### config.mk
export PLATFORM = sky130hd
export DESIGN_NAME = wdt_guard
export DESIGN_NICKNAME = d
export VERILOG_FILES = /design/src/rtl/wdt_pkg.sv /design/src/rtl/wdt_keygate.sv /design/src/rtl/wdt_tick.sv /design/src/rtl/wdt_stager.sv /design/src/rtl/wdt_guard.sv
export SDC_FILE = /design/constraint.sdc
export NUM_CORES = 1
export LEC_CHECK = 0
export BUFFER_PORTS_ARGS = -buffer_cell sky130_fd_sc_hd__buf_2
export CAP_MARGIN = 5
export CORE_MARGIN = 2
export CORE_UTILIZATION = 40
export CTS_CLUSTER_SIZE = 8
export DETAILED_ROUTE_END_ITERATION = 16
export MAX_ROUTING_LAYER = met4
export PLACE_DENSITY = 0.7
export SYNTH_ARGS = -nofsm -noshare
export SYNTH_HDL_FRONTEND = slang
export SYNTH_SLANG_ARGS = --single-unit
### constraint.sdc
create_clock -name clk -period 2.6 [get_ports clk]
set_clock_uncertainty 0.15 [all_clocks]
set_input_delay 0.39 -clock clk [delete_from_list [all_inputs] [get_ports clk]]
set_output_delay 0.39 -clock clk [all_outputs]
set_load 0.02 [all_outputs]
### src/rtl/wdt_pkg.sv
package wdt_pkg;

    typedef enum logic [1:0] {
        KEY_IDLE,
        KEY_HALF,
        KEY_OPEN
    } key_st_t;

    typedef enum logic [1:0] {
        CNT_STG1,
        CNT_STG2,
        CNT_FIRED
    } cnt_st_t;

    localparam logic [7:0] A_PRE1 = 8'h00;
    localparam logic [7:0] A_PRE2 = 8'h04;
    localparam logic [7:0] A_KEY  = 8'h0C;
    localparam logic [7:0] A_CTL  = 8'h0D;
    localparam logic [7:0] A_CFG  = 8'h10;
    localparam logic [7:0] A_CNT  = 8'h14;
    localparam logic [7:0] A_LOCK = 8'h18;

    localparam logic [7:0] KEY_FIRST  = 8'h80;
    localparam logic [7:0] KEY_SECOND = 8'h86;

endpackage

### src/rtl/wdt_keygate.sv
module wdt_keygate
    import wdt_pkg::*;
(
    input  logic       clk,
    input  logic       por_n,
    input  logic       wr_en,
    input  logic [7:0] addr,
    input  logic [7:0] wbyte,
    output logic       key_open
);

    key_st_t st_q, st_d;

    // Next state: only writes move the tracker.
    always_comb begin
        st_d = st_q;
        if (wr_en) begin
            unique case (st_q)
                KEY_IDLE, KEY_OPEN: begin
                    if (addr == A_KEY && wbyte == KEY_FIRST) st_d = KEY_HALF;
                    else                                     st_d = KEY_IDLE;
                end
                KEY_HALF: begin
                    if (addr == A_KEY && wbyte == KEY_SECOND)     st_d = KEY_OPEN;
                    else if (addr == A_KEY && wbyte == KEY_FIRST) st_d = KEY_HALF;
                    else                                          st_d = KEY_IDLE;
                end
                default: st_d = KEY_IDLE;
            endcase
        end
    end

    always_ff @(posedge clk or negedge por_n) begin
        if (!por_n) st_q <= KEY_IDLE;
        else        st_q <= st_d;
    end

    always_comb key_open = (st_q == KEY_OPEN);

endmodule

### src/rtl/wdt_tick.sv
module wdt_tick #(
    parameter int FINE_SHIFT   = 5,
    parameter int COARSE_SHIFT = 15
) (
    input  logic clk,
    input  logic por_n,
    input  logic run,
    input  logic clear,
    input  logic fine_sel,
    output logic tick
);

    localparam logic [COARSE_SHIFT-1:0] FINE_MASK =
        {COARSE_SHIFT{1'b1}} >> (COARSE_SHIFT - FINE_SHIFT);

    logic [COARSE_SHIFT-1:0] div_q;

    always_ff @(posedge clk or negedge por_n) begin
        if (!por_n)             div_q <= '0;
        else if (clear || !run) div_q <= '0;
        else                    div_q <= div_q + 1'b1;
    end

    always_comb begin
        if (fine_sel) tick = run && !clear && ((div_q & FINE_MASK) == FINE_MASK);
        else          tick = run && !clear && (&div_q);
    end

endmodule

### src/rtl/wdt_stager.sv
module wdt_stager
    import wdt_pkg::*;
#(
    parameter int CNT_W      = 32,
    parameter int RST_CYCLES = 4
) (
    input  logic             clk,
    input  logic             por_n,
    input  logic             tick,
    input  logic             reload,
    input  logic [CNT_W-1:0] pre1,
    input  logic [CNT_W-1:0] pre2,
    input  logic             rst_en,
    input  logic             pin_en,
    input  logic             flag_clr,
    output logic [CNT_W-1:0] cnt,
    output logic             flag,
    output logic             rst_req,
    output logic             to_pin
);

    localparam int RW = $clog2(RST_CYCLES + 1);

    cnt_st_t          st_q, st_d;
    logic [CNT_W-1:0] cnt_q, cnt_d;
    logic             fire;
    logic             flag_q;
    logic [RW-1:0]    rcnt_q;

    always_comb begin
        st_d  = st_q;
        cnt_d = cnt_q;
        fire  = 1'b0;
        if (reload) begin
            st_d  = CNT_STG1;
            cnt_d = pre1;
        end else if (tick) begin
            unique case (st_q)
                CNT_STG1: begin
                    if (cnt_q == '0) begin
                        st_d  = CNT_STG2;
                        cnt_d = pre2;
                    end else begin
                        cnt_d = cnt_q - 1'b1;
                    end
                end
                CNT_STG2: begin
                    if (cnt_q == '0) begin
                        st_d = CNT_FIRED;
                        fire = 1'b1;
                    end else begin
                        cnt_d = cnt_q - 1'b1;
                    end
                end
                CNT_FIRED: st_d = CNT_FIRED;
                default:   st_d = CNT_STG1;
            endcase
        end
    end

    // State register
    always_ff @(posedge clk or negedge por_n) begin
        if (!por_n) begin
            st_q  <= CNT_STG1;
            cnt_q <= '0;
        end else begin
            st_q  <= st_d;
            cnt_q <= cnt_d;
        end
    end

    // Outputs: sticky flag and reset pulse length
    always_ff @(posedge clk or negedge por_n) begin
        if (!por_n) begin
            flag_q <= 1'b0;
            rcnt_q <= '0;
        end else begin
            if (fire)          flag_q <= 1'b1;
            else if (flag_clr) flag_q <= 1'b0;
            if (fire && rst_en)      rcnt_q <= RW'(RST_CYCLES);
            else if (rcnt_q != '0)   rcnt_q <= rcnt_q - 1'b1;
        end
    end

    always_comb begin
        cnt     = cnt_q;
        flag    = flag_q;
        rst_req = (rcnt_q != '0);
        to_pin  = (st_q == CNT_FIRED) && pin_en;
    end

endmodule

### src/rtl/wdt_guard.sv
module wdt_guard
    import wdt_pkg::*;
#(
    parameter int CNT_W        = 32,
    parameter int FINE_SHIFT   = 5,
    parameter int COARSE_SHIFT = 15,
    parameter int RST_CYCLES   = 4
) (
    input  logic        clk,
    input  logic        por_n,
    input  logic [7:0]  bus_addr,
    input  logic [31:0] bus_wdata,
    input  logic        bus_we,
    output logic [31:0] bus_rdata,
    output logic        rst_req,
    output logic        rst_cold,
    output logic        to_pin
);

    logic             key_open;
    logic [CNT_W-1:0] pre1_q, pre2_q, cnt_w;
    logic [3:0]       cfg_q;      // {pin_en, rst_en, cold, fine}
    logic             lock_q, run_q, tocfg_q;
    logic             prot, pre1_wr, pre2_wr, ctl_wr, cfg_wr, lock_wr;
    logic             reload_stb, flag_clr, tick, flag_w;

    wdt_keygate u_key (
        .clk(clk), .por_n(por_n), .wr_en(bus_we), .addr(bus_addr),
        .wbyte(bus_wdata[7:0]), .key_open(key_open)
    );

    always_comb begin
        prot       = bus_we && key_open;
        pre1_wr    = prot && bus_addr == A_PRE1 && !lock_q;
        pre2_wr    = prot && bus_addr == A_PRE2 && !lock_q;
        ctl_wr     = prot && bus_addr == A_CTL;
        cfg_wr     = bus_we && bus_addr == A_CFG && !lock_q;
        lock_wr    = bus_we && bus_addr == A_LOCK && !lock_q;
        reload_stb = ctl_wr && bus_wdata[0];
        flag_clr   = ctl_wr && bus_wdata[1];
    end

    always_ff @(posedge clk or negedge por_n) begin
        if (!por_n) begin
            pre1_q  <= '0;
            pre2_q  <= '0;
            cfg_q   <= '0;
            lock_q  <= 1'b0;
            run_q   <= 1'b0;
            tocfg_q <= 1'b0;
        end else begin
            if (pre1_wr) pre1_q <= bus_wdata[CNT_W-1:0];
            if (pre2_wr) pre2_q <= bus_wdata[CNT_W-1:0];
            if (cfg_wr)  cfg_q  <= bus_wdata[5:2];
            if (lock_wr) begin
                lock_q  <= lock_q | bus_wdata[0];
                run_q   <= bus_wdata[1];
                tocfg_q <= bus_wdata[2];
            end
        end
    end

    wdt_tick #(.FINE_SHIFT(FINE_SHIFT), .COARSE_SHIFT(COARSE_SHIFT)) u_tick (
        .clk(clk), .por_n(por_n), .run(run_q), .clear(reload_stb),
        .fine_sel(cfg_q[0]), .tick(tick)
    );

    wdt_stager #(.CNT_W(CNT_W), .RST_CYCLES(RST_CYCLES)) u_stage (
        .clk(clk), .por_n(por_n), .tick(tick), .reload(reload_stb),
        .pre1(pre1_q), .pre2(pre2_q), .rst_en(cfg_q[2]), .pin_en(cfg_q[3]),
        .flag_clr(flag_clr), .cnt(cnt_w), .flag(flag_w),
        .rst_req(rst_req), .to_pin(to_pin)
    );

    always_comb rst_cold = cfg_q[1];

    always_comb begin
        case (bus_addr)
            A_PRE1:  bus_rdata = 32'(pre1_q);
            A_PRE2:  bus_rdata = 32'(pre2_q);
            A_CTL:   bus_rdata = {30'b0, flag_w, 1'b0};
            A_CFG:   bus_rdata = {26'b0, cfg_q, 2'b0};
            A_CNT:   bus_rdata = 32'(cnt_w);
            A_LOCK:  bus_rdata = {29'b0, tocfg_q, run_q, lock_q};
            default: bus_rdata = '0;
        endcase
    end

endmodule

==> impl_results.html, run 1 <==
<table>
<tr><th>Metric</th><th>Value</th></tr>
<tr><th colspan="2">Floorplanning</th></tr>
<tr><td>I/O pin count</td><td>78</td></tr>
<tr><td>Die W</td><td>137 µm</td></tr>
<tr><td>Die height</td><td>137 µm</td></tr>
<tr><td>Total number of placement rows</td><td>48</td></tr>
<tr><td>Die footprint</td><td>0.0189 mm²</td></tr>
<tr><td>Core box area</td><td>0.0174 mm²</td></tr>
<tr><td>Initial core utilization</td><td>41.1%</td></tr>
<tr><th colspan="2">Detailed routing</th></tr>
<tr><td>Aggregate routed wire length</td><td>19,200 µm</td></tr>
<tr><td>Via total after detailed routing</td><td>5,949</td></tr>
<tr><td>Average wire per standard cell</td><td>17.8 µm</td></tr>
<tr><td>Number of nets still failing antenna checks after routing</td><td>0</td></tr>
<tr><td>Via density per instance</td><td>5.53</td></tr>
<tr><td>Number of DRC violations after detailed-routing iteration 0</td><td>449</td></tr>
<tr><td>Total iterations of the first detailed-routing run</td><td>5</td></tr>
<tr><td>Remaining routing DRC violations</td><td>0</td></tr>
<tr><th colspan="2">Pwr</th></tr>
<tr><td>Power density relative to cell area</td><td>502 mW/mm²</td></tr>
<tr><td>Static Leak</td><td>4.38 nW</td></tr>
<tr><td>Total chip power</td><td>4.66 mW</td></tr>
<tr><td>Peak ir drop on the vdd network</td><td>0.463 mV</td></tr>
<tr><th colspan="2">Logic synthesis</th></tr>
<tr><td>Mean area per synthesized cell</td><td>10.6 µm²</td></tr>
<tr><td>Area share of the leading cell type in the synthesized netlist</td><td>44.2%</td></tr>
<tr><td>Total standard cell area after synthesis</td><td>0.00713 mm²</td></tr>
<tr><td>Multiplexer share of the synthesized area</td><td>17.5%</td></tr>
<tr><td>Count of flip-flops with a built-in enable after synthesis</td><td>0</td></tr>
<tr><td>Largest family of logic cells by synthesized area</td><td>multiplexers</td></tr>
<tr><td>Cell count after synthesis</td><td>675</td></tr>
<tr><td>Post-synthesis register bit count</td><td>126</td></tr>
<tr><td>Share of synthesized area occupied by flip-flops and latches</td><td>44.2%</td></tr>
<tr><td>Compound-gate portion of the synthesized area</td><td>12.7%</td></tr>
<tr><td>Leading post-synthesis cells by instance count</td><td>sky130_fd_sc_hd__dfrtp_1 (126), sky130_fd_sc_hd__nor2_1 (101), sky130_fd_sc_hd__mux2_2 (98)</td></tr>
<tr><td>Adder and majority gate portion of the synthesized area</td><td>1.58%</td></tr>
<tr><td>Synth warnings</td><td>0</td></tr>
<tr><td>Most frequent cell after synthesis</td><td>sky130_fd_sc_hd__dfrtp_1</td></tr>
<tr><td>Biggest area contributors in the synthesized netlist</td><td>sky130_fd_sc_hd__dfrtp_1 (44%), sky130_fd_sc_hd__mux2_2 (15%), sky130_fd_sc_hd__nor2_1 (5.3%), sky130_fd_sc_hd__a22oi_1 (3.1%), sky130_fd_sc_hd__xor2_1 (2.0%)</td></tr>
<tr><td>Net count after synthesis</td><td>727</td></tr>
<tr><td>Leading register cell type out of synthesis</td><td>sky130_fd_sc_hd__dfrtp_1</td></tr>
<tr><td>Async set-reset flop share out of synthesis</td><td>100%</td></tr>
<tr><td>Count of distinct cell types in the synthesized netlist</td><td>66</td></tr>
<tr><td>Xor and xnor area share after synthesis</td><td>3.81%</td></tr>
<tr><td>Post-synthesis cell type with the largest combined area</td><td>sky130_fd_sc_hd__dfrtp_1</td></tr>
<tr><td>Post-synthesis simple-gate area fraction</td><td>16.4%</td></tr>
<tr><th colspan="2">STA</th></tr>
<tr><td>Transition time of the tightest slew-check pin</td><td>0.566 ns</td></tr>
<tr><td>Max-slew violation total from the final report</td><td>0</td></tr>
<tr><td>Final count of negative-setup-slack endpoints</td><td>2</td></tr>
<tr><td>RSZ-0062 raised after global routing</td><td>yes</td></tr>
<tr><td>Final Hold Fails</td><td>0</td></tr>
<tr><td>Headroom to the max-slew limit</td><td>62.3%</td></tr>
<tr><td>Final period utilization</td><td>101%</td></tr>
<tr><td>Peak Freq</td><td>382 MHz</td></tr>
<tr><td>Minimum setup slack in the final design</td><td>-0.0168 ns</td></tr>
<tr><td>Clock period minus final worst setup slack</td><td>2.62 ns</td></tr>
<tr><th colspan="2">Clocking</th></tr>
<tr><td>Clk slew on worst S/H paths</td><td>0.06 ns</td></tr>
<tr><td>Clock H-tree levels</td><td>4</td></tr>
<tr><td>Max Root-Sink Buffers</td><td>2</td></tr>
<tr><td>Sinks on Clock Net</td><td>126</td></tr>
<tr><td>Number of buffers added by the clock tree synthesis step</td><td>17</td></tr>
<tr><td>CTS Root Cell</td><td>sky130_fd_sc_hd__clkbuf_16</td></tr>
<tr><td>Clock tree from TritonCTS</td><td>done</td></tr>
<tr><td>Clk Latency, worst-skew pair</td><td>0.43 ns</td></tr>
<tr><th colspan="2">Hold path</th></tr>
<tr><td>Worst hold path type</td><td>input port to flip-flop</td></tr>
<tr><th colspan="2">Worst setup path</th></tr>
<tr><td>Crit end category</td><td>flip-flop</td></tr>
<tr><td>CP Launch Type</td><td>flip-flop</td></tr>
<tr><td>Arrival @ worst endpoint</td><td>2.77 ns</td></tr>
<tr><td>Worst Path Max Fanout</td><td>13</td></tr>
<tr><td>Required time of the worst setup path</td><td>2.76 ns</td></tr>
<tr><td>WS Path Type</td><td>flip-flop to flip-flop</td></tr>
<tr><th colspan="2">Cells and area</th></tr>
<tr><td>Layout Utilization</td><td>53.5%</td></tr>
<tr><td>Design Area, Final</td><td>0.00928 mm²</td></tr>
<tr><td>Fraction of final layout cells with drive strength greater than 1</td><td>42.9%</td></tr>
<tr><td>Final nets</td><td>889</td></tr>
<tr><td>Antenna diode count</td><td>0</td></tr>
<tr><td>Area added between synthesis and finish</td><td>30.3%</td></tr>
<tr><th colspan="2">Placement</th></tr>
<tr><td>RD Place Congestion</td><td>0.865</td></tr>
<tr><td>Number of buffers added on ports</td><td>77</td></tr>
<tr><td>Post-Place Setup Slack</td><td>-0.230 ns</td></tr>
<tr><td>Estimated wirelength of the detail-placed design</td><td>13,300 µm</td></tr>
<tr><td>Placed instance area</td><td>0.00840 mm²</td></tr>
<tr><th colspan="2">Flow run</th></tr>
<tr><td>MaxCap Viol Count</td><td>0</td></tr>
<tr><th colspan="2">Status</th></tr>
<tr><td>Failing checks</td><td>negative setup slack</td></tr>
<tr><td>Result of the run</td><td>finished with violations</td></tr>
<tr><th colspan="2">Global route</th></tr>
<tr><td>Initial antenna violation count</td><td>0</td></tr>
<tr><td>Grt ovf</td><td>0</td></tr>
<tr><td>Maximum number of pins on one net before global-route repair</td><td>51</td></tr>
<tr><td>Vias in the first global route</td><td>6,025</td></tr>
<tr><td>Overall routing resource usage</td><td>21.9%</td></tr>
<tr><td>Global-route wire length before repair</td><td>31,000 µm</td></tr>
</table>
==> report_power, final <==
group	switching, mW	leakage (nW)	internal [mW]
logic	0.119	2.38	0.0715
clock network	0.881	0.296	1.62
registers	0.00582	1.70	1.97
==> logic make-up after synthesis <==
group	count (synthesis)
compound gates	119
xor+xnor	31
fa+ha+maj	9
buf+inv	56
flops	126
mux	107
simple gates	227
==> timing repair <==
item / CTS / global route
resized for setup: 12 / 38
endpoints found under the setup margin: 29 / 36
endpoints found under the hold margin: 39 / 0
pin swaps: 2 / 8
hold buffers: 1 / 0
buffers inserted: 0 / 6
==> registers in the layout, indices dropped and copies added, names as in the netlist, 2 cells and up <==
name            count
u_tick.div_q       15
pre1_q             32
u_stage.st_q        2
u_stage.rcnt_q      3
pre2_q             32
u_key.st_q          2
cfg_q               4
u_stage.cnt        32
==> per-layer routing <==
layer  up-vias  global-route usage [%]  routed length (µm)
met4         0                    8.71                 363
met2       168                    35.3                9460
met1      2947                    27.7                8480
li1       2806                       -                   -
met5         -                       -                   0
met3        28                    3.61                 848
==> final cells by class <==
class	count	area (µm²)
well taps	225	282
flip-flops and latches	126	3150
fillers	1479	8070
multi-input cells	493	3880
clock buffers	20	447
inverters	18	67.6
repair buffers	181	1290
clock inverters	12	168
==> final timing paths <==
| path | start | end | slack (ns) | cells past startpoint |
|---|---|---|---|---|
| worst max-delay path | u_stage.cnt[21] | u_stage.cnt[21] | -0.02 | 8 |
| worst min-delay path | bus_wdata[23] | pre1_q[23] | 0.05 | 2 |
| worst max register to register | u_stage.cnt[21] | u_stage.cnt[21] | -0.02 | 8 |
| worst min register to register | u_stage.flag | u_stage.flag | 0.34 | 2 |
| max in group asynchronous | por_n | pre1_q[8] | 1.27 | 3 |
| min in group asynchronous | por_n | tocfg_q | 0.34 | 2 |
==> per-stage QoR <==
stage / hold WS [ns] / std cells / setup TNS, ns
after global routing: 0.0547 / 1075 / -1.13
after floorplan: -0.0556 / 675 / 0
final: 0.0514 / 1075 / -0.0176
after detailed placement: 0.272 / 1036 / -4.22
after CTS: 0.0457 / 1069 / -0.00330
after global placement: 0.273 / 1036 / -3.12
==> critical path, stage by stage (launching register included) <==
cell and delay [ns]:
sky130_fd_sc_hd__dfrtp_1 0.39, sky130_fd_sc_hd__or4_4 0.55, sky130_fd_sc_hd__nor3_4 0.26, sky130_fd_sc_hd__nand4_4 0.14, sky130_fd_sc_hd__or3_4 0.40, sky130_fd_sc_hd__buf_6 0.17
sky130_fd_sc_hd__nor2_1 0.10, sky130_fd_sc_hd__a211oi_1 0.06, sky130_fd_sc_hd__a221o_1 0.28
==> cells in the final DEF, fill, tap and decap left out, drive strengths merged, types with 5 or more instances in the layout <==
master    n
ha        9
xor2     16
o21ai    21
inv      18
buf     180
clkbuf   20
mux2     98
a221o    13
a21oi     9
mux2i     5
a211oi   11
xnor2    15
nand4     8
o221a     6
dfrtp   126
nand2b    8
clkinv    5
nand3    16
nor4      7
and3      7
nor3     19
nand2    29
a22oi    29
nor2    102
or3       9
(Power assumes the default switching activity.)
==> run 2, diff against run 1 <==
--- a/config.mk
+++ b/config.mk
@@ -12,7 +12,7 @@
 export CTS_CLUSTER_SIZE = 8
 export DETAILED_ROUTE_END_ITERATION = 16
 export MAX_ROUTING_LAYER = met4
-export PLACE_DENSITY = 0.7
+export PLACE_DENSITY = 0.68
 export SYNTH_ARGS = -nofsm -noshare
 export SYNTH_HDL_FRONTEND = slang
 export SYNTH_SLANG_ARGS = --single-unit
==> constraint.sdc (replaced) <==
create_clock -name clk -period 2.5 [get_ports clk]
set_clock_uncertainty 0.15 [all_clocks]
set_input_delay 0.375 -clock clk [delete_from_list [all_inputs] [get_ports clk]]
set_output_delay 0.375 -clock clk [all_outputs]
set_load 0.02 [all_outputs]
==> run 2 against run 1 <==
  * The run still ends with negative setup slack left
  * Total power grew 8.7%
  * Utilization grew 3.0 points
  * Die area is the same
  * Sequential power grew 4%
  * Register-to-register slack lost 0.19 ns
  * Via count grew 1.8%
  * Clock power grew 12%
  * First-iteration DRC count shrank 12%
  * Clock-buffer cell count is the same
  * Non-clock buffer count grew 19
  * Critical path depth is the same
  * Cell count grew 1.7%
==> impl_results.html, run 2 (synthesized netlist as in run 1, its figures left out) <==
<table>
<tr><th>Metric</th><th>Value</th></tr>
<tr><th colspan="2">Status</th></tr>
<tr><td>Result of the run</td><td>finished with violations (unchanged)</td></tr>
<tr><td>Failing checks</td><td>negative setup slack (unchanged)</td></tr>
<tr><th colspan="2">Pwr</th></tr>
<tr><td>Total chip power</td><td>5.07 mW (was 4.66 mW)</td></tr>
<tr><td>Peak ir drop on the vdd network</td><td>0.463 mV (about the same)</td></tr>
<tr><td>Static Leak</td><td>4.57 nW (was 4.38 nW)</td></tr>
<tr><td>Power density relative to cell area</td><td>517 mW/mm² (was 502 mW/mm²)</td></tr>
<tr><th colspan="2">STA</th></tr>
<tr><td>Final count of negative-setup-slack endpoints</td><td>31 (was 2)</td></tr>
<tr><td>Worst-case hold slack</td><td>0.0353 ns (was 0.0514 ns)</td></tr>
<tr><td>Transition time of the tightest slew-check pin</td><td>0.539 ns (was 0.566 ns)</td></tr>
<tr><td>Final Hold Fails</td><td>0 (unchanged)</td></tr>
<tr><td>Minimum setup slack in the final design</td><td>-0.203 ns (was -0.0168 ns)</td></tr>
<tr><td>Headroom to the max-slew limit</td><td>64.0% (was 62.3%)</td></tr>
<tr><td>RSZ-0062 raised after global routing</td><td>yes (unchanged)</td></tr>
<tr><td>Peak Freq</td><td>370 MHz (was 382 MHz)</td></tr>
<tr><td>Final period utilization</td><td>108% (was 101%)</td></tr>
<tr><td>Clock period minus final worst setup slack</td><td>2.70 ns (was 2.62 ns)</td></tr>
<tr><td>Max-slew violation total from the final report</td><td>0 (unchanged)</td></tr>
<tr><td>Setup TNS</td><td>-3.65 ns (was -0.0176 ns)</td></tr>
<tr><th colspan="2">Hold path</th></tr>
<tr><td>Worst hold path type</td><td>input port to flip-flop (unchanged)</td></tr>
<tr><td>Hold Path Origin</td><td>bus_wdata[11] (was bus_wdata[23])</td></tr>
<tr><th colspan="2">Worst setup path</th></tr>
<tr><td>Worst Path Max Fanout</td><td>7 (was 13)</td></tr>
<tr><td>Number of buffers and inverters on the critical path</td><td>1 (unchanged)</td></tr>
<tr><td>Worst reg2reg setup slack</td><td>-0.20 ns (was -0.02 ns)</td></tr>
<tr><td>CP Launch Type</td><td>flip-flop (unchanged)</td></tr>
<tr><td>Worst path cell trace</td><td>or4_4 -&gt; nor3_4 -&gt; nand4_4 -&gt; or3_4 -&gt; buf_12 -&gt; nor2_4 -&gt; a211oi_2 -&gt; a221o_1 (was or4_4 -&gt; nor3_4 -&gt; nand4_4 -&gt; or3_4 -&gt; buf_6 -&gt; nor2_1 -&gt; a211oi_1 -&gt; a221o_1)</td></tr>
<tr><td>Worst path slowest cell</td><td>sky130_fd_sc_hd__or4_4 (unchanged)</td></tr>
<tr><td>Arrival @ worst endpoint</td><td>2.85 ns (was 2.77 ns)</td></tr>
<tr><td>WS Path Type</td><td>flip-flop to flip-flop (unchanged)</td></tr>
<tr><td>Startpoint of the lowest-slack register-to-register path</td><td>u_stage.cnt[15] (was u_stage.cnt[21])</td></tr>
<tr><td>Required time of the worst setup path</td><td>2.65 ns (was 2.76 ns)</td></tr>
<tr><td>Worst path top cell family by delay</td><td>simple AND/OR/NAND/NOR gates (unchanged)</td></tr>
<tr><td>Slowest Stage Delay on Critical Path</td><td>0.57 ns (was 0.55 ns)</td></tr>
<tr><td>Crit path launch</td><td>u_stage.cnt[15] (was u_stage.cnt[21])</td></tr>
<tr><td>Crit end category</td><td>flip-flop (unchanged)</td></tr>
<tr><th colspan="2">Cells and area</th></tr>
<tr><td>Fraction of final layout cells with drive strength greater than 1</td><td>47.1% (was 42.9%)</td></tr>
<tr><td>Design Area, Final</td><td>0.00980 mm² (was 0.00928 mm²)</td></tr>
<tr><td>Commonest non-fill, non-tap cell in the layout</td><td>sky130_fd_sc_hd__dfrtp_1 (unchanged)</td></tr>
<tr><td>Area added between synthesis and finish</td><td>37.5% (was 30.3%)</td></tr>
<tr><td>Final nets</td><td>908 (was 889)</td></tr>
<tr><td>Filler cell count in the final layout</td><td>1,411 (was 1,479)</td></tr>
<tr><td>Antenna diode count</td><td>0 (unchanged)</td></tr>
<tr><td>Most frequent cells in the layout</td><td>sky130_fd_sc_hd__dfrtp_1 (126), sky130_fd_sc_hd__mux2_2 (98), sky130_fd_sc_hd__buf_4 (93) (was sky130_fd_sc_hd__dfrtp_1 (126), sky130_fd_sc_hd__mux2_2 (98), sky130_fd_sc_hd__nor2_1 (95))</td></tr>
<tr><th colspan="2">Placement</th></tr>
<tr><td>Placed instance area</td><td>0.00859 mm² (was 0.00840 mm²)</td></tr>
<tr><td>Estimated wirelength of the detail-placed design</td><td>13,400 µm (was 13,300 µm)</td></tr>
<tr><td>Number of buffers added on ports</td><td>77 (unchanged)</td></tr>
<tr><td>Post-Place Setup Slack</td><td>-0.412 ns (was -0.230 ns)</td></tr>
<tr><td>RD Place Congestion</td><td>0.855 (was 0.865)</td></tr>
<tr><th colspan="2">Floorplanning</th></tr>
<tr><td>Initial core utilization</td><td>41.1% (unchanged)</td></tr>
<tr><td>Total number of placement rows</td><td>48 (unchanged)</td></tr>
<tr><td>Die footprint</td><td>0.0189 mm² (unchanged)</td></tr>
<tr><td>Core box area</td><td>0.0174 mm² (unchanged)</td></tr>
<tr><td>Die height</td><td>137 µm (unchanged)</td></tr>
<tr><td>Die W</td><td>137 µm (unchanged)</td></tr>
<tr><td>I/O pin count</td><td>78 (unchanged)</td></tr>
<tr><th colspan="2">Clocking</th></tr>
<tr><td>Clock tree from TritonCTS</td><td>done (unchanged)</td></tr>
<tr><td>Clock H-tree levels</td><td>4 (unchanged)</td></tr>
<tr><td>Clk Latency, worst-skew pair</td><td>0.43 ns (about the same)</td></tr>
<tr><td>Clk slew on worst S/H paths</td><td>0.06 ns (about the same)</td></tr>
<tr><td>Max Root-Sink Buffers</td><td>2 (unchanged)</td></tr>
<tr><td>Number of buffers added by the clock tree synthesis step</td><td>17 (unchanged)</td></tr>
<tr><td>Sinks on Clock Net</td><td>126 (unchanged)</td></tr>
<tr><td>CTS Root Cell</td><td>sky130_fd_sc_hd__clkbuf_16 (unchanged)</td></tr>
<tr><th colspan="2">Global route</th></tr>
<tr><td>Global-route wire length before repair</td><td>32,700 µm (was 31,000 µm)</td></tr>
<tr><td>Met3 Use GR</td><td>3.72% (was 3.61%)</td></tr>
<tr><td>Global Route met2 Usage</td><td>36.4% (was 35.3%)</td></tr>
<tr><td>Maximum number of pins on one net before global-route repair</td><td>50 (was 51)</td></tr>
<tr><td>M1 GR Usage</td><td>30.1% (was 27.7%)</td></tr>
<tr><td>Vias in the first global route</td><td>6,326 (was 6,025)</td></tr>
<tr><td>Initial antenna violation count</td><td>0 (unchanged)</td></tr>
<tr><td>GRT Max-Usage Layer</td><td>met2 (unchanged)</td></tr>
<tr><td>Grt ovf</td><td>0 (unchanged)</td></tr>
<tr><td>Overall routing resource usage</td><td>23.1% (was 21.9%)</td></tr>
<tr><th colspan="2">Detailed routing</th></tr>
<tr><td>Remaining routing DRC violations</td><td>0 (unchanged)</td></tr>
<tr><td>Via total after detailed routing</td><td>6,057 (was 5,949)</td></tr>
<tr><td>Aggregate routed wire length</td><td>20,100 µm (was 19,200 µm)</td></tr>
<tr><td>Number of nets still failing antenna checks after routing</td><td>0 (unchanged)</td></tr>
<tr><td>Number of DRC violations after detailed-routing iteration 0</td><td>395 (was 449)</td></tr>
<tr><td>Total iterations of the first detailed-routing run</td><td>5 (unchanged)</td></tr>
<tr><td>Average wire per standard cell</td><td>18.3 µm (was 17.8 µm)</td></tr>
<tr><td>Via density per instance</td><td>5.54 (was 5.53)</td></tr>
<tr><th colspan="2">Flow run</th></tr>
<tr><td>MaxCap Viol Count</td><td>0 (unchanged)</td></tr>
</table>
==> run 2: cell types whose count changed in the layout (fill, tap and decap cells not counted), sizes merged <==
cell      previous run  this run
clkinvlp             3         2
bufinv               4         6
clkbuf              20        23
clkinv               5         3
buf                180       196
==> run 2: per-stage QoR <==
step | cells | util (%)
finish | 1093 | 56.5
global route | 1093 | 56.5
CTS | 1086 | 54.8
detailed placement | 1045 | 49.5
global placement | 1045 | 49.5
floorplan | 675 | -
==> run 2: worst reg2reg max path: cells and delay by family, from the launching register on <==
family / cells / cell delay [ns]
compound gates: 2 / 0.34
buf+inv: 1 / 0.19
flops: 1 / 0.37
simple gates: 5 / 1.51
==> run 2: repair_timing <==
| item | in CTS | in global routing |
|---|---|---|
| endpoints found under the hold margin | 35 | 0 |
| endpoints found under the setup margin | 33 | 41 |
| setup buffers | 8 | 7 |
| hold buffers | 1 | 0 |
| pin swaps | 6 | 18 |
| gates resized for setup | 39 | 41 |
| cloned | 1 | 3 |
==> run 2: path summary, 6_finish.rpt <==
kind / cells after the start / endpoint
max in group asynchronous: 3 / pre2_q[26]
min in group asynchronous: 2 / cfg_q[0]
max reg2reg: 8 / u_stage.cnt[29]
max: 8 / u_stage.cnt[29]
min reg2reg: 2 / u_stage.flag
min: 2 / pre1_q[11]
==> run 2: cell type report <==
type | count | area (µm²) | area share [%]
multi-input combinational | 493 | 4070 | 41.5
sequential | 126 | 3150 | 32.2
timing repair buffer | 200 | 1570 | 16.0
clock buffer | 20 | 447 | 4.56
tap | 225 | 282 | 2.87
clock inverter | 11 | 214 | 2.18
inverter | 18 | 67.6 | 0.690
==> run 2: layer usage <==
| layer | vias up | wire length, µm |
|---|---|---|
| li1 | 2846 | - |
| met1 | 3034 | 9090 |
| met2 | 145 | 9720 |
| met3 | 32 | 845 |
| met4 | 0 | 404 |
| met5 | - | 0 |
==> run 2: report_power, final <==
group          internal [mW]  switching [mW]  total (mW)
Clock                   1.89           0.921        2.81
Sequential              2.05         0.00617        2.05
Combinational         0.0811           0.126       0.207
==> run 3, diff against run 2 <==
--- a/config.mk
+++ b/config.mk
@@ -13,6 +13,7 @@
 export DETAILED_ROUTE_END_ITERATION = 16
 export MAX_ROUTING_LAYER = met4
 export PLACE_DENSITY = 0.68
+export RECOVER_POWER = 25
 export SYNTH_ARGS = -nofsm -noshare
 export SYNTH_HDL_FRONTEND = slang
 export SYNTH_SLANG_ARGS = --single-unit
==> run 3 against run 2 <==
  * The flow still finishes with violations (negative setup slack)
  * Cell area is 0.15% lower
  * Clock power is essentially flat
  * Non-clock buffer count unchanged
  * Cell count is the same
  * Largest cell class unchanged
==> impl_results.html, run 3 (synthesized netlist as in run 1, its figures left out) <==
<table>
<tr><th>Metric</th><th>Value</th></tr>
<tr><th colspan="2">Clocking</th></tr>
<tr><td>Clock H-tree levels</td><td>4 (unchanged)</td></tr>
<tr><td>Sinks on Clock Net</td><td>126 (unchanged)</td></tr>
<tr><td>Clk slew on worst S/H paths</td><td>0.06 ns (about the same)</td></tr>
<tr><td>Clk Latency, worst-skew pair</td><td>0.43 ns (about the same)</td></tr>
<tr><td>Number of buffers added by the clock tree synthesis step</td><td>17 (unchanged)</td></tr>
<tr><td>Max Root-Sink Buffers</td><td>2 (unchanged)</td></tr>
<tr><td>CTS Root Cell</td><td>sky130_fd_sc_hd__clkbuf_16 (unchanged)</td></tr>
<tr><td>Clock tree from TritonCTS</td><td>done (unchanged)</td></tr>
<tr><th colspan="2">STA</th></tr>
<tr><td>RSZ-0062 raised after global routing</td><td>yes (unchanged)</td></tr>
<tr><td>Final period utilization</td><td>108% (about the same)</td></tr>
<tr><td>Final count of negative-setup-slack endpoints</td><td>31 (unchanged)</td></tr>
<tr><td>Headroom to the max-slew limit</td><td>32.8% (was 64.0%)</td></tr>
<tr><td>Transition time of the tightest slew-check pin</td><td>1.01 ns (was 0.539 ns)</td></tr>
<tr><td>Worst-case hold slack</td><td>0.0356 ns (was 0.0353 ns)</td></tr>
<tr><td>Minimum setup slack in the final design</td><td>-0.203 ns (about the same)</td></tr>
<tr><td>Max-slew violation total from the final report</td><td>0 (unchanged)</td></tr>
<tr><td>Clock period minus final worst setup slack</td><td>2.70 ns (about the same)</td></tr>
<tr><td>Peak Freq</td><td>370 MHz (about the same)</td></tr>
<tr><td>Final Hold Fails</td><td>0 (unchanged)</td></tr>
<tr><th colspan="2">Detailed routing</th></tr>
<tr><td>Total iterations of the first detailed-routing run</td><td>5 (unchanged)</td></tr>
<tr><td>Remaining routing DRC violations</td><td>0 (unchanged)</td></tr>
<tr><td>Aggregate routed wire length</td><td>20,100 µm (about the same)</td></tr>
<tr><td>Average wire per standard cell</td><td>18.4 µm (was 18.3 µm)</td></tr>
<tr><td>Via total after detailed routing</td><td>6,056 (was 6,057)</td></tr>
<tr><td>Number of nets still failing antenna checks after routing</td><td>0 (unchanged)</td></tr>
<tr><td>Number of DRC violations after detailed-routing iteration 0</td><td>396 (was 395)</td></tr>
<tr><td>Via density per instance</td><td>5.54 (about the same)</td></tr>
<tr><th colspan="2">Worst setup path</th></tr>
<tr><td>CP Launch Type</td><td>flip-flop (unchanged)</td></tr>
<tr><td>Startpoint of the lowest-slack register-to-register path</td><td>u_stage.cnt[15] (unchanged)</td></tr>
<tr><td>Crit end category</td><td>flip-flop (unchanged)</td></tr>
<tr><td>Required time of the worst setup path</td><td>2.65 ns (about the same)</td></tr>
<tr><td>Cells on worst reg2reg path</td><td>8 (unchanged)</td></tr>
<tr><td>Slowest Stage Delay on Critical Path</td><td>0.57 ns (about the same)</td></tr>
<tr><td>Capture point of the worst reg-to-reg path</td><td>u_stage.cnt[29] (unchanged)</td></tr>
<tr><td>Arrival @ worst endpoint</td><td>2.85 ns (about the same)</td></tr>
<tr><td>WS Path Type</td><td>flip-flop to flip-flop (unchanged)</td></tr>
<tr><td>Worst reg2reg setup slack</td><td>-0.20 ns (about the same)</td></tr>
<tr><td>Worst Path Max Fanout</td><td>7 (unchanged)</td></tr>
<tr><td>Worst path slowest cell</td><td>sky130_fd_sc_hd__or4_4 (unchanged)</td></tr>
<tr><td>Worst path cell trace</td><td>or4_4 -&gt; nor3_4 -&gt; nand4_4 -&gt; or3_4 -&gt; buf_12 -&gt; nor2_4 -&gt; a211oi_2 -&gt; a221o_1 (unchanged)</td></tr>
<tr><th colspan="2">Cells and area</th></tr>
<tr><td>Design Area, Final</td><td>0.00978 mm² (was 0.00980 mm²)</td></tr>
<tr><td>Area added between synthesis and finish</td><td>37.3% (was 37.5%)</td></tr>
<tr><td>Layout Utilization</td><td>56.4% (was 56.5%)</td></tr>
<tr><td>Commonest non-fill, non-tap cell in the layout</td><td>sky130_fd_sc_hd__dfrtp_1 (unchanged)</td></tr>
<tr><td>Most frequent cells in the layout</td><td>sky130_fd_sc_hd__dfrtp_1 (126), sky130_fd_sc_hd__mux2_2 (98), sky130_fd_sc_hd__buf_4 (92) (was sky130_fd_sc_hd__dfrtp_1 (126), sky130_fd_sc_hd__mux2_2 (98), sky130_fd_sc_hd__buf_4 (93))</td></tr>
<tr><td>Final non-filler cell total</td><td>1,093 (unchanged)</td></tr>
<tr><td>Fraction of final layout cells with drive strength greater than 1</td><td>47.1% (unchanged)</td></tr>
<tr><td>Filler cell count in the final layout</td><td>1,414 (was 1,411)</td></tr>
<tr><td>Final nets</td><td>908 (unchanged)</td></tr>
<tr><td>Antenna diode count</td><td>0 (unchanged)</td></tr>
<tr><th colspan="2">Placement</th></tr>
<tr><td>DP Cell Count</td><td>1,045 (unchanged)</td></tr>
<tr><td>Post-Place Setup Slack</td><td>-0.412 ns (unchanged)</td></tr>
<tr><td>RD Place Congestion</td><td>0.855 (unchanged)</td></tr>
<tr><td>Placed instance area</td><td>0.00859 mm² (unchanged)</td></tr>
<tr><td>Number of buffers added on ports</td><td>77 (unchanged)</td></tr>
<tr><td>Estimated wirelength of the detail-placed design</td><td>13,400 µm (unchanged)</td></tr>
<tr><th colspan="2">Status</th></tr>
<tr><td>Result of the run</td><td>finished with violations (unchanged)</td></tr>
<tr><td>Failing checks</td><td>negative setup slack (unchanged)</td></tr>
<tr><th colspan="2">Flow run</th></tr>
<tr><td>MaxCap Viol Count</td><td>0 (unchanged)</td></tr>
<tr><th colspan="2">Floorplanning</th></tr>
<tr><td>Die W</td><td>137 µm (unchanged)</td></tr>
<tr><td>Initial core utilization</td><td>41.1% (unchanged)</td></tr>
<tr><td>Total number of placement rows</td><td>48 (unchanged)</td></tr>
<tr><td>Die footprint</td><td>0.0189 mm² (unchanged)</td></tr>
<tr><td>Core box area</td><td>0.0174 mm² (unchanged)</td></tr>
<tr><td>Die height</td><td>137 µm (unchanged)</td></tr>
<tr><td>I/O pin count</td><td>78 (unchanged)</td></tr>
<tr><th colspan="2">Hold path</th></tr>
<tr><td>Worst hold path type</td><td>input port to flip-flop (unchanged)</td></tr>
<tr><td>Endpoint with the worst hold slack</td><td>pre1_q[11] (unchanged)</td></tr>
<tr><td>Worst Hold Path Cells</td><td>2 (unchanged)</td></tr>
<tr><td>Hold Path Origin</td><td>bus_wdata[11] (unchanged)</td></tr>
<tr><th colspan="2">Pwr</th></tr>
<tr><td>Power density relative to cell area</td><td>518 mW/mm² (was 517 mW/mm²)</td></tr>
<tr><td>Static Leak</td><td>4.56 nW (was 4.57 nW)</td></tr>
<tr><td>Peak ir drop on the vdd network</td><td>0.463 mV (about the same)</td></tr>
<tr><th colspan="2">Global route</th></tr>
<tr><td>Grt ovf</td><td>0 (unchanged)</td></tr>
<tr><td>Vias in the first global route</td><td>6,326 (unchanged)</td></tr>
<tr><td>Initial antenna violation count</td><td>0 (unchanged)</td></tr>
<tr><td>Maximum number of pins on one net before global-route repair</td><td>50 (unchanged)</td></tr>
<tr><td>Overall routing resource usage</td><td>23.1% (unchanged)</td></tr>
<tr><td>Global-route wire length before repair</td><td>32,700 µm (unchanged)</td></tr>
</table>
-- run 3: changes by cell type in the layout (fill, tap and decap cells not counted), sizes merged --
cell    delta
buf        -2
clkbuf     +2
-- run 3: critical path, delay by kind of cell (launching register included) --
family          cells  cell delay [ns]
simple gates        5             1.51
compound gates      2             0.34
buf+inv             1             0.19
flops               1             0.37
-- run 3: through the flow --
step | power, mW | TNS (ns)
2_1_floorplan | 2.16 | -1.33
3_3_place_gp | 2.29 | -8.37
3_5_place_dp | 2.29 | -9.36
4_1_cts | 5.11 | -2.32
5_1_grt | 5.22 | -6.75
6_report | 5.06 | -3.66
-- run 3: how the worst max path moves through the flow --
stage	to	depth (start not counted)	slack, ns	start
detailed placement	u_stage.cnt[11]	8	-0.41	u_tick.div_q[0]
CTS	u_stage.cnt[26]	8	-0.15	u_stage.cnt[21]
finish	u_stage.cnt[29]	8	-0.20	u_stage.cnt[15]
global route	u_stage.cnt[26]	8	-0.30	u_stage.cnt[15]
floorplan	u_stage.cnt[13]	8	-0.07	u_stage.cnt[21]
global placement	u_stage.cnt[11]	8	-0.29	u_tick.div_q[0]
-- run 3: timing repair --
| action | 4_1_cts | 5_1_grt |
|---|---|---|
| hold endpoints to repair | 35 | 0 |
| gates resized for setup | 39 | 41 |
| hold buffers | 1 | 0 |
| pin swaps | 6 | 18 |
| gates cloned | 1 | 3 |
| endpoints found under the setup margin | 33 | 41 |
| buffers inserted | 8 | 7 |
-- run 3: area by class of cell --
type / count / area (µm²) / share of cell area (%)
inverter: 18 / 67.6 / 0.691
timing repair buffer: 200 / 1560 / 15.9
clock buffer: 20 / 447 / 4.57
clock inverter: 11 / 214 / 2.19
multi-input combinational: 493 / 4070 / 41.6
sequential: 126 / 3150 / 32.2
tap: 225 / 282 / 2.88
-- run 3: report_power, final --
group	internal, mW	leakage [nW]	switching (mW)
Sequential	2.05	1.70	0.00620
Clock	1.89	0.316	0.921
Combinational	0.0783	2.54	0.126
Total	4.01	4.56	1.05
-- run 3: per-layer routing --
metal	global-route usage, %	routed length (µm)
met1	30.1	9150
met2	36.4	9720
met3	3.72	795
met4	8.76	400
met5	-	0
